<file path="config.mk">
export PLATFORM = sky130hd
export DESIGN_NAME = smb_regbank_slave
export DESIGN_NICKNAME = d
export VERILOG_FILES = /design/src/rtl/smb_pkg.sv /design/src/rtl/smb_rst_sync.sv /design/src/rtl/smb_line_sync.sv /design/src/rtl/smb_regfile.sv /design/src/rtl/smb_fsm.sv /design/src/rtl/smb_regbank_slave.sv
export SDC_FILE = /design/constraint.sdc
export NUM_CORES = 1
export LEC_CHECK = 0
export CORE_AREA = 10 10 121 123
export CTS_CLUSTER_SIZE = 12
export DETAILED_ROUTE_END_ITERATION = 16
export DIE_AREA = 0 0 131 133
export DONT_BUFFER_PORTS = 1
export SYNTH_ARGS = -nofsm -noshare
export SYNTH_HDL_FRONTEND = slang
export SYNTH_SLANG_ARGS = --single-unit
</file>
<file path="constraint.sdc">
create_clock -name clk -period 3.96 [get_ports clk]
set_input_delay 0.198 -clock clk [delete_from_list [all_inputs] [get_ports clk]]
set_output_delay 0.198 -clock clk [all_outputs]
set_load 0.05 [all_outputs]
</file>
<file path="src/rtl/smb_pkg.sv">
package smb_pkg;
  typedef enum logic [2:0] {
    ST_IDLE,
    ST_RX,
    ST_ACK,
    ST_TX,
    ST_RACK
  } smb_st_e;

  typedef enum logic [1:0] {
    RL_ADDR,
    RL_INDEX,
    RL_COUNT,
    RL_DATA
  } smb_role_e;
endpackage

</file>
<file path="src/rtl/smb_rst_sync.sv">
module smb_rst_sync #(
  parameter int STAGES = 2
) (
  input  logic clk,
  input  logic rst_n,
  output logic rst_sync_n
);
  logic [STAGES-1:0] chain_q;

  always_ff @(posedge clk or negedge rst_n) begin
    if (!rst_n) chain_q <= '0;
    else        chain_q <= {chain_q[STAGES-2:0], 1'b1};
  end

  assign rst_sync_n = chain_q[STAGES-1];
endmodule

</file>
<file path="src/rtl/smb_line_sync.sv">
module smb_line_sync #(
  parameter int STAGES = 2
) (
  input  logic clk,
  input  logic rst_n,
  input  logic scl_i,
  input  logic sda_i,
  output logic scl_s,
  output logic sda_s,
  output logic scl_rise,
  output logic scl_fall,
  output logic start_p,
  output logic stop_p
);
  logic [STAGES-1:0] scl_q, sda_q;
  logic              scl_prev_q, sda_prev_q;

  always_ff @(posedge clk or negedge rst_n) begin
    if (!rst_n) begin
      scl_q      <= '1;
      sda_q      <= '1;
      scl_prev_q <= 1'b1;
      sda_prev_q <= 1'b1;
    end else begin
      scl_q      <= {scl_q[STAGES-2:0], scl_i};
      sda_q      <= {sda_q[STAGES-2:0], sda_i};
      scl_prev_q <= scl_q[STAGES-1];
      sda_prev_q <= sda_q[STAGES-1];
    end
  end

  assign scl_s    = scl_q[STAGES-1];
  assign sda_s    = sda_q[STAGES-1];
  assign scl_rise = scl_s & ~scl_prev_q;
  assign scl_fall = ~scl_s & scl_prev_q;
  // data edges qualified by a clock line that is high before and after
  assign start_p  = scl_s & scl_prev_q & sda_prev_q & ~sda_s;
  assign stop_p   = scl_s & scl_prev_q & ~sda_prev_q & sda_s;
endmodule

</file>
<file path="src/rtl/smb_regfile.sv">
module smb_regfile #(
  parameter int         NREG    = 8,
  parameter logic [7:0] CNT_RST = 8'h08,
  localparam int        IW      = $clog2(NREG)
) (
  input  logic            clk,
  input  logic            rst_n,
  input  logic            wr_en,
  input  logic [IW-1:0]   wr_idx,
  input  logic [7:0]      wr_data,
  input  logic            cnt_we,
  input  logic [7:0]      cnt_data,
  input  logic [IW-1:0]   rd_idx,
  output logic [7:0]      rd_data,
  output logic [NREG*8-1:0] regs_o,
  output logic [7:0]      cnt_o
);
  logic [7:0] bank_q [NREG];
  logic [7:0] cnt_q;

  for (genvar g = 0; g < NREG; g++) begin : g_reg
    logic hit;
    assign hit = wr_en && (wr_idx == IW'(g));
    always_ff @(posedge clk or negedge rst_n) begin
      if (!rst_n)   bank_q[g] <= '0;
      else if (hit) bank_q[g] <= wr_data;
    end
    assign regs_o[g*8 +: 8] = bank_q[g];
  end

  always_ff @(posedge clk or negedge rst_n) begin
    if (!rst_n)      cnt_q <= CNT_RST;
    else if (cnt_we) cnt_q <= cnt_data;
  end

  assign cnt_o   = cnt_q;
  assign rd_data = bank_q[rd_idx];
endmodule

</file>
<file path="src/rtl/smb_fsm.sv">
module smb_fsm
  import smb_pkg::*;
#(
  parameter logic [6:0] DEV_ADDR = 7'h6E,
  parameter int         NREG     = 8,
  localparam int        IW       = $clog2(NREG)
) (
  input  logic          clk,
  input  logic          rst_n,
  input  logic          sda_s,
  input  logic          scl_rise,
  input  logic          scl_fall,
  input  logic          start_p,
  input  logic          stop_p,
  input  logic [7:0]    rd_data,
  input  logic [7:0]    cnt_i,
  output logic          wr_en,
  output logic [IW-1:0] wr_idx,
  output logic [7:0]    wr_data,
  output logic          cnt_we,
  output logic [7:0]    cnt_data,
  output logic [IW-1:0] rd_idx,
  output logic          sda_oe
);
  smb_st_e   st_q, st_d;
  smb_role_e role_q, role_d;
  logic [3:0]    bit_q, bit_d;
  logic [7:0]    sh_q, sh_d;
  logic [IW-1:0] idx_q, idx_d;
  logic          rw_q, rw_d;
  logic          oe_q, oe_d;
  logic          hack_q, hack_d;

  always_comb begin
    st_d    = st_q;
    role_d  = role_q;
    bit_d   = bit_q;
    sh_d    = sh_q;
    idx_d   = idx_q;
    rw_d    = rw_q;
    oe_d    = oe_q;
    hack_d  = hack_q;
    wr_en   = 1'b0;
    cnt_we  = 1'b0;
    if (start_p) begin
      st_d   = ST_RX;
      role_d = RL_ADDR;
      bit_d  = '0;
      oe_d   = 1'b0;
    end else if (stop_p) begin
      st_d = ST_IDLE;
      oe_d = 1'b0;
    end else begin
      unique case (st_q)
        ST_IDLE: ;
        ST_RX: begin
          if (scl_rise && bit_q < 4'd8) begin
            sh_d  = {sh_q[6:0], sda_s};
            bit_d = bit_q + 4'd1;
          end else if (scl_fall && bit_q == 4'd8) begin
            st_d = ST_ACK;
            oe_d = 1'b1;
            unique case (role_q)
              RL_ADDR: begin
                if (sh_q[7:1] == DEV_ADDR) begin
                  rw_d = sh_q[0];
                end else begin
                  st_d = ST_IDLE;
                  oe_d = 1'b0;
                end
              end
              RL_INDEX: idx_d  = sh_q[IW-1:0];
              RL_COUNT: cnt_we = 1'b1;
              RL_DATA: begin
                wr_en = 1'b1;
                idx_d = idx_q + IW'(1);
              end
            endcase
          end
        end
        ST_ACK: begin
          if (scl_fall) begin
            bit_d = '0;
            if (role_q == RL_ADDR && rw_q) begin
              st_d   = ST_TX;
              role_d = RL_DATA;
              sh_d   = cnt_i;
              oe_d   = ~cnt_i[7];
            end else begin
              st_d = ST_RX;
              oe_d = 1'b0;
              unique case (role_q)
                RL_ADDR:  role_d = RL_INDEX;
                RL_INDEX: role_d = RL_COUNT;
                RL_COUNT: role_d = RL_DATA;
                RL_DATA:  role_d = RL_DATA;
              endcase
            end
          end
        end
        ST_TX: begin
          if (scl_fall) begin
            if (bit_q == 4'd7) begin
              st_d = ST_RACK;
              oe_d = 1'b0;
            end else begin
              sh_d  = {sh_q[6:0], 1'b0};
              bit_d = bit_q + 4'd1;
              oe_d  = ~sh_q[6];
            end
          end
        end
        ST_RACK: begin
          if (scl_rise) begin
            hack_d = ~sda_s;
          end else if (scl_fall) begin
            if (hack_q) begin
              st_d  = ST_TX;
              sh_d  = rd_data;
              idx_d = idx_q + IW'(1);
              bit_d = '0;
              oe_d  = ~rd_data[7];
            end else begin
              st_d = ST_IDLE;
              oe_d = 1'b0;
            end
          end
        end
        default: begin
          st_d = ST_IDLE;
          oe_d = 1'b0;
        end
      endcase
    end
  end

  always_ff @(posedge clk or negedge rst_n) begin
    if (!rst_n) begin
      st_q   <= ST_IDLE;
      role_q <= RL_ADDR;
      bit_q  <= '0;
      sh_q   <= '0;
      idx_q  <= '0;
      rw_q   <= 1'b0;
      oe_q   <= 1'b0;
      hack_q <= 1'b0;
    end else begin
      st_q   <= st_d;
      role_q <= role_d;
      bit_q  <= bit_d;
      sh_q   <= sh_d;
      idx_q  <= idx_d;
      rw_q   <= rw_d;
      oe_q   <= oe_d;
      hack_q <= hack_d;
    end
  end

  assign wr_idx   = idx_q;
  assign wr_data  = sh_q;
  assign cnt_data = sh_q;
  assign rd_idx   = idx_q;
  assign sda_oe   = oe_q;
endmodule

</file>
<file path="src/rtl/smb_regbank_slave.sv">
module smb_regbank_slave #(
  parameter logic [6:0] DEV_ADDR    = 7'h6E,
  parameter int         NREG        = 8,
  parameter logic [7:0] CNT_RST     = 8'h08,
  parameter int         SYNC_STAGES = 2,
  localparam int        IW          = $clog2(NREG)
) (
  input  logic              clk,
  input  logic              rst_n,
  input  logic              scl_i,
  input  logic              sda_i,
  output logic              sda_oe,
  output logic [NREG*8-1:0] regs_o,
  output logic [7:0]        cnt_o
);
  logic          rst_int_n;
  logic          scl_s, sda_s, scl_rise, scl_fall, start_p, stop_p;
  logic          wr_en, cnt_we;
  logic [IW-1:0] wr_idx, rd_idx;
  logic [7:0]    wr_data, cnt_data, rd_data;

  smb_rst_sync #(.STAGES(2)) u_rst (
    .clk(clk), .rst_n(rst_n), .rst_sync_n(rst_int_n)
  );

  smb_line_sync #(.STAGES(SYNC_STAGES)) u_sync (
    .clk(clk), .rst_n(rst_int_n), .scl_i(scl_i), .sda_i(sda_i),
    .scl_s(scl_s), .sda_s(sda_s), .scl_rise(scl_rise), .scl_fall(scl_fall),
    .start_p(start_p), .stop_p(stop_p)
  );

  smb_fsm #(.DEV_ADDR(DEV_ADDR), .NREG(NREG)) u_fsm (
    .clk(clk), .rst_n(rst_int_n), .sda_s(sda_s), .scl_rise(scl_rise),
    .scl_fall(scl_fall), .start_p(start_p), .stop_p(stop_p),
    .rd_data(rd_data), .cnt_i(cnt_o), .wr_en(wr_en), .wr_idx(wr_idx),
    .wr_data(wr_data), .cnt_we(cnt_we), .cnt_data(cnt_data),
    .rd_idx(rd_idx), .sda_oe(sda_oe)
  );

  smb_regfile #(.NREG(NREG), .CNT_RST(CNT_RST)) u_rf (
    .clk(clk), .rst_n(rst_int_n), .wr_en(wr_en), .wr_idx(wr_idx),
    .wr_data(wr_data), .cnt_we(cnt_we), .cnt_data(cnt_data),
    .rd_idx(rd_idx), .rd_data(rd_data), .regs_o(regs_o), .cnt_o(cnt_o)
  );

  // scl_s is kept for visibility of the sampled clock line
  logic unused_scl;
  assign unused_scl = scl_s;
endmodule

</file>
==> results of run 1 <==
final timing paths:
check / start / end / slack [ns] / depth (start not counted)
min in group clk: u_rst.chain_q[0] / u_rst.chain_q[1] / 0.35 / 0
max in group asynchronous: u_rst.chain_q[1] / u_rf.regs_o[16] / 2.53 / 1
hold reg to reg: u_rst.chain_q[0] / u_rst.chain_q[1] / 0.35 / 0
setup / recovery: u_fsm.st_q[0] / u_rf.regs_o[19] / 1.12 / 5
setup reg to reg: u_fsm.st_q[0] / u_rf.regs_o[19] / 1.12 / 5
hold / removal: rst_n / u_rst.chain_q[1] / 0.07 / 1
metrics by stage:
stage / hold slack [ns] / cells / utilization / setup slack (ns) / total power, mW
2_1_floorplan: -0.0976 / 428 / - / 0.891 / 1.32
3_3_place_gp: -0.0975 / 574 / 0.429 / 1.22 / 1.38
3_5_place_dp: -0.0975 / 574 / 0.429 / 1.18 / 1.39
4_1_cts: 0.0661 / 593 / 0.456 / 1.18 / 2.30
5_1_grt: 0.0715 / 593 / 0.456 / 1.01 / 2.38
6_report: 0.0721 / 593 / 0.456 / 1.12 / 2.27
final cells by class:
cell class | instances | area (um^2)
Fill cell | 1155 | 6730
Sequential cell | 103 | 2590
Multi-Input combinational cell | 287 | 2440
Clock buffer | 11 | 233
Tap cell | 172 | 215
Clock inverter | 5 | 65.1
Timing Repair Buffer | 6 | 52.6
Inverter | 9 | 33.8
power by group through the flow:
| stage | clock [mW] | sequential, mW | combinational (mW) |
|---|---|---|---|
| finish | 0.905 | 1.23 | 0.138 |
| global placement | 0 | 1.25 | 0.132 |
| CTS | 0.926 | 1.23 | 0.139 |
| floorplan | 0 | 1.17 | 0.158 |
| detailed placement | 0 | 1.25 | 0.136 |
| global route | 0.976 | 1.25 | 0.157 |
cells by family after synthesis:
kind of cell,Yosys count,synth area share
AOI/OAI and AO/OA,78,0.107
xor gates and xnor gates,1,0.00169
adders and majority gates,8,0.0193
buffers and inverters,38,0.0318
DFF,103,0.498
muxes,107,0.240
other,1,0.000722
and+or+nand+nor,92,0.103
cells in the final DEF (no fill, tap or decap), types with 8 or more instances in the layout:
cell,netlist,final
mux2i_1,28,28
inv_1,9,9
a22oi_1,13,13
ha_1,8,8
mux2_2,66,66
mux2_4,8,8
nor2_1,9,9
nand3_1,15,15
dfrtp_1,96,95
o21a_1,8,8
clkbuf_16,0,9
nand2_1,27,27
o21ai_0,8,8
per-layer routing:
| metal | GRT usage | up-vias |
|---|---|---|
| li1 | - | 1555 |
| met3 | 0.0575 | 10 |
| met2 | 0.238 | 83 |
| met1 | 0.196 | 1740 |
| met5 | 0 | - |
| met4 | 0.0445 | 0 |
cells in the mapped netlist, drive strengths merged (2+ instances only):
master | count | share of area
o21ai | 14 | 0.013
mux2 | 75 | 0.17
clkbuf | 20 | 0.015
nand3 | 17 | 0.018
nor3b | 4 | 0.0067
o21a | 8 | 0.012
a31oi | 2 | 0.0024
inv | 9 | 0.0065
and3 | 4 | 0.0048
or3b | 3 | 0.0055
a22o | 2 | 0.0034
a221o | 2 | 0.0039
dfrtp | 96 | 0.46
ha | 8 | 0.019
or3 | 2 | 0.0024
nand3b | 3 | 0.0043
mux4 | 4 | 0.017
dfstp | 7 | 0.035
nor2b | 4 | 0.0048
o211ai | 2 | 0.0029
nor3 | 6 | 0.0089
a211o | 2 | 0.0034
nand2 | 28 | 0.022
buf | 9 | 0.010
nor2 | 10 | 0.0077
o22ai | 7 | 0.0084
a21oi | 7 | 0.0067
nand2b | 6 | 0.0072
mux2i | 28 | 0.054
o2bb2ai | 6 | 0.010
o31ai | 4 | 0.0058
a22oi | 13 | 0.019
state kept, by name, summed over array words and instances, names as in the netlist, 2 cells and up:
name	cells
u_rf.regs_o	64
u_fsm.cnt_data	8
u_rf.cnt_o	8
u_fsm.bit_q	4
u_fsm.rd_idx	3
u_fsm.st_q	3
u_fsm.role_q	2
u_rst.chain_q	2
u_sync.scl_q	2
u_sync.sda_q	2
==> impl_results.md, run 1 <==
- M1 WL: around 5600 um
- Final nets: ~430
- Post-Syn Area: about 5200 um^2
- Clock period minus worst slack: between 2 and 3 ns
- Root buf cell: clkbuf_16
- Slowest CP cell: dfrtp_1
- Post-cts resize count: 0
- CTS Buffer Depth: 2
- Max_slew headroom: 0.390
- Status: complete, no violations
- CP bufs+invs: 0
- Initial core utilization: 0.420
- PortBufs: 0
- Number of synthesized flops with an enable pin: 0
- Placed Area: around 5300 um^2
- Switching share of power: 0.271
- Dpl hpwl: roughly 9300 um
- CP max FO: 21
- Wire per inst: roughly 22 um
- Antenna cells: 0
- Top FF cell, synth: dfrtp_1
- Cells after Synth: roughly 430
- Initial antenna violation count: 0
- P_sw: around 0.61 mW
- Vias in the first global route: between 3000 and 4000
- Die ar.: 17400 um^2
- Clock network power share: 0.398
- Total track usage: 0.154
- Worst path required time: between 4 and 5 ns
- Worst Max-Slew Pin Slew: between 0.9 and 1 ns
- CTS tree: done
- Final Hold Viols: 0
- Vias post-DR: ~3400
- Seq pwr share: 0.541
- CTS buffer count: 9
- Pwr/cell area: just over 400 nW/um^2
- H-tree Lvls: 3
- Met3 WL: a little under 1000 um
- Final period util: 0.717
- Layout cells sized above 1: 0.273
- Clk slew on worst S/H paths: roughly 0.070 ns
- WL final: 13000 um
- Asr flop ratio synth: 1.00
- Slew Viols, Final: 0
- Pint: between 1.5 and 2 mW
- Yosys warns: 0
- Postcts setup bufs: 0
- Area added between synthesis and finish: 8.43%
- Critical Path AT: 3.08 ns
- First-pass DRT Iterations: 5
- Die H: 133 um
- Final instance area: ~5600 um^2
- Worst skew pair latency: around 0.36 ns
- Seq/Total Area, Yosys: 0.498
- Fmax: approximately 0.35 GHz
- GP Congestion: around 0.87
- Largest net degree at the start of global routing: 73
- Crit start category: flip-flop
- Crit path max-delay family: simple AND/OR/NAND/NOR gates
- DRC viols: 0
- Hold buffers post-CTS: 3
- RSZ-0062 raised after global routing: no
- IO Pins: 77
- Final setup vio count: 0
- TNS Setup: 0 ns
- Worst-path cell chain: or3b_4 -> nor4_4 -> nand2_4 -> nor3_2 -> mux2_2
- Worst Clk Skew: ~0.0091 ns
- Max_cap viols: 0
- Synth cell types: 61
- Met2 wire length: roughly 6300 um
- Worst VDD drop: between 0.2 and 0.25 mV
- Grt total ovfl: 0
- Critical path class: reg -> reg
- Syn Nets: 440
- Delay of the slowest cell on the worst path: 0.74 ns
- Chip width: 131 um
- Post-DR vias/cell: about 5.7
- Leak Pwr: 2.50 nW
- Sink Count: roughly 100
- Site Rows: 41
- Iter 0 DRT Violations: about 270
- Core area: 12400 um^2
- Yosys reg bits: between 100 and 150
- Uppermost layer routed: met4
- Antenna viol nets, final: 0
- Worst Hold Class: in -> async
- Mean post-synth cell area: around 12 um^2
- Wire length of the first global-routing pass: 20700 um
- Comb pwr share: 0.061
- CP Capture Type: flip-flop
No activity file was read; power rests on OpenSTA's default activity.
==> run 2: changes to the inputs <==
ABC_AREA = 1   (was default)
clock period = 2.4 ns   (was 3.96 ns; I/O delays follow)
==> run 2 against run 1 <==
  * Fmax grew 49%
  * Non-clock buffer count grew 17
  * Sequential power grew 59%
  * Utilization grew 0.80 points
  * Total power grew 96%
  * Clock power grew 52%
  * Area after synthesis is essentially flat
==> impl_results.md, run 2 <==
- Worst VDD drop: 0.501 mV (was 0.233 mV)
- Worst Clk Skew: 0.00830 ns (was 0.00913 ns)
- TNS Setup: 0 ns (unchanged)
- Wire per inst: 18.0 um (was 22.0 um)
- Final Hold Viols: 0 (unchanged)
- Die ar.: 17400 um^2 (unchanged)
- Clock period minus worst slack: 1.90 ns (was 2.84 ns)
- Pwr Total: 4.46 mW (was 2.27 mW)
- H-tree Lvls: 3 (unchanged)
- Critical Path AT: 2.13 ns (was 3.08 ns)
- Final period util: 0.792 (was 0.717)
- Cells after Synth: 633 (was 428)
- DRC viols: 0 (unchanged)
- Pwr/cell area: 778 nW/um^2 (was 403 nW/um^2)
- Most common cell after layout, fill and taps aside: nand2_1 (was dfrtp_1)
- Initial core utilization: 0.420 (about the same)
- IO Pins: 77 (unchanged)
- Total track usage: 0.172 (was 0.154)
- Dpl hpwl: 10800 um (was 9320 um)
- Vias post-DR: 4267 (was 3388)
- Final setup vio count: 0 (unchanged)
- Wire length of the first global-routing pass: 23000 um (was 20700 um)
- Antenna cells: 0 (unchanged)
- Synth cell types: 38 (was 61)
- CP Capture Type: flip-flop (unchanged)
- Grt total ovfl: 0 (unchanged)
- Top FF cell, synth: dfrtp_1 (unchanged)
- CTS tree: done (unchanged)
- Site Rows: 41 (unchanged)
- Post-DR vias/cell: 5.23 (was 5.71)
- Antenna viol nets, final: 0 (unchanged)
- Yosys reg bits: 103 (unchanged)
- Leak Pwr: 2.60 nW (was 2.50 nW)
- PortBufs: 0 (unchanged)
- Worst skew pair latency: 0.36 ns (about the same)
- Final instance area: 5730 um^2 (was 5630 um^2)
- Worst Max-Slew Pin Slew: 0.623 ns (was 0.915 ns)
- First-pass DRT Iterations: 5 (unchanged)
- Syn Nets: 645 (was 440)
- Placed Area: 5420 um^2 (was 5310 um^2)
- Chip width: 131 um (unchanged)
- CP max FO: 16 (was 21)
- Worst path required time: 2.63 ns (was 4.20 ns)
- Fmax: 0.526 GHz (was 0.352 GHz)
- WL final: 14700 um (was 13000 um)
- Mean post-synth cell area: 8.20 um^2 (was 12.1 um^2)
- Largest net degree at the start of global routing: 47 (was 73)
- Post-synth top cells: 154 x nand2_1, 96 x dfrtp_1, 90 x nor2_1, 76 x o21ai_0, 35 x inv_1 (was 96 x dfrtp_1, 66 x mux2_2, 28 x mux2i_1, 27 x nand2_1, 18 x clkbuf_1)
- GP Congestion: 0.920 (was 0.866)
- Area added between synthesis and finish: 10.4% (was 8.43%)
- Number of synthesized flops with an enable pin: 0 (unchanged)
- Yosys top cell area share: 0.463 (was 0.462)
- Postcts setup bufs: 0 (unchanged)
- Post-Syn Area: 5190 um^2 (was 5200 um^2)
- RSZ-0062 raised after global routing: no (unchanged)
- CTS buffer count: 9 (unchanged)
- Slew Viols, Final: 0 (unchanged)
- Cell taking the most area after synthesis: dfrtp_1 (unchanged)
- Critical path class: reg -> reg (unchanged)
- Yosys warns: 0 (unchanged)
- Vias in the first global route: 4130 (was 3372)
- Post-cts resize count: 0 (unchanged)
- Commonest non-fill, non-tap cells in the layout: 154 x nand2_1, 95 x dfrtp_1, 90 x nor2_1 (was 95 x dfrtp_1, 66 x mux2_2, 28 x mux2i_1)
- Clk slew on worst S/H paths: 0.06 ns (was 0.07 ns)
- Asr flop ratio synth: 1.00 (unchanged)
- Layout cells sized above 1: 0.135 (was 0.273)
- Most frequent cell after synthesis: nand2_1 (was dfrtp_1)
- Final nets: 651 (was 428)
- Root buf cell: clkbuf_16 (unchanged)
- Iter 0 DRT Violations: 290 (was 271)
- Status: complete, no violations (unchanged)
- Max_cap viols: 0 (unchanged)
- Max reg flops: 64 (unchanged)
- Most area-consuming cells after synthesis: dfrtp_1 46%, nand2_1 11%, o21ai_0 7.3% (was dfrtp_1 46%, mux2_2 14%, mux2i_1 5.4%)
- Sink Count: 103 (unchanged)
- CTS Buffer Depth: 2 (unchanged)
- Worst Hold Class: in -> reg (was in -> async)
- Seq/Total Area, Yosys: 0.498 (about the same)
- Crit start category: flip-flop (unchanged)
- Core area: 12400 um^2 (unchanged)
- Hold buffers post-CTS: 4 (was 3)
- Max_slew headroom: 0.584 (was 0.390)
- Initial antenna violation count: 0 (unchanged)
- Die H: 133 um (unchanged)
-- run 2: cell families (layout without fill, tap and decap cells) --
| group | Yosys count | after routing | synth area share |
|---|---|---|---|
| AOI/OAI and AO/OA | 142 | 142 | 0.158 |
| buffers and inverters | 66 | 77 | 0.0552 |
| and+or+nand+nor | 311 | 311 | 0.265 |
| other | 1 | 1 | 0.000722 |
| DFF | 103 | 103 | 0.498 |
| adders and majority gates | 8 | 8 | 0.0193 |
| xor gates and xnor gates | 2 | 2 | 0.00337 |
-- run 2: layer usage --
layer,vias to the layer above,track usage,share of wire
met5,-,0,0
met4,0,0.0748,0.023
met3,23,0.0475,0.078
met2,130,0.261,0.47
met1,2021,0.222,0.43
li1,2093,-,-
-- run 2: path summary, 6_finish.rpt --
path | cells after the start | end | slack (ns) | from
setup / recovery | 9 | u_rf.regs_o[49] | 0.50 | u_sync.sda_q[1]
hold / removal | 1 | u_sync.sda_q[0] | 0.31 | sda_i
setup reg to reg | 9 | u_rf.regs_o[49] | 0.50 | u_sync.sda_q[1]
hold reg to reg | 0 | u_fsm.bit_q[3] | 0.35 | u_rst.chain_q[1]
max in group asynchronous | 1 | u_rf.cnt_o[3] | 1.34 | u_rst.chain_q[1]
min in group asynchronous | 0 | u_fsm.bit_q[3] | 0.35 | u_rst.chain_q[1]
-- run 2: stage by stage --
step           hold WS (ns)  utilization  setup WS, ns  instances
2_1_floorplan        -0.176            -         0.633        633
3_3_place_gp         -0.176        0.439         0.509        796
3_5_place_dp         -0.176        0.439         0.486        796
4_1_cts               0.306        0.464         0.470        816
5_1_grt               0.312        0.464         0.323        816
6_report              0.313        0.464         0.499        816
-- run 2: power by group --
group	internal (mW)	leakage (nW)	total, mW	switching [mW]
clock	0.736	0.127	1.38	0.646
sequential	1.83	1.40	1.95	0.125
combinational	0.348	1.08	1.12	0.774
total	2.91	2.60	4.46	1.55
-- run 2: layout make-up --
cell class | instances | area (um^2)
timing repair buffer | 23 | 195
multi-input combinational | 464 | 2320
tap | 172 | 215
sequential | 103 | 2590
clock buffer | 14 | 254
inverter | 38 | 143
fill | 1226 | 6630
clock inverter | 2 | 16.3
-- run 2: critical path, stage by stage, from the launching register on --
cell     delay (ns)
dfstp_2        0.57
nor2_1         0.07
nand2_2        0.16
nand2_1        0.13
nor2_2         0.14
nand2_1        0.11
nor2_2         0.14
nand2_2        0.25
nand2_1        0.15
o21ai_2        0.06
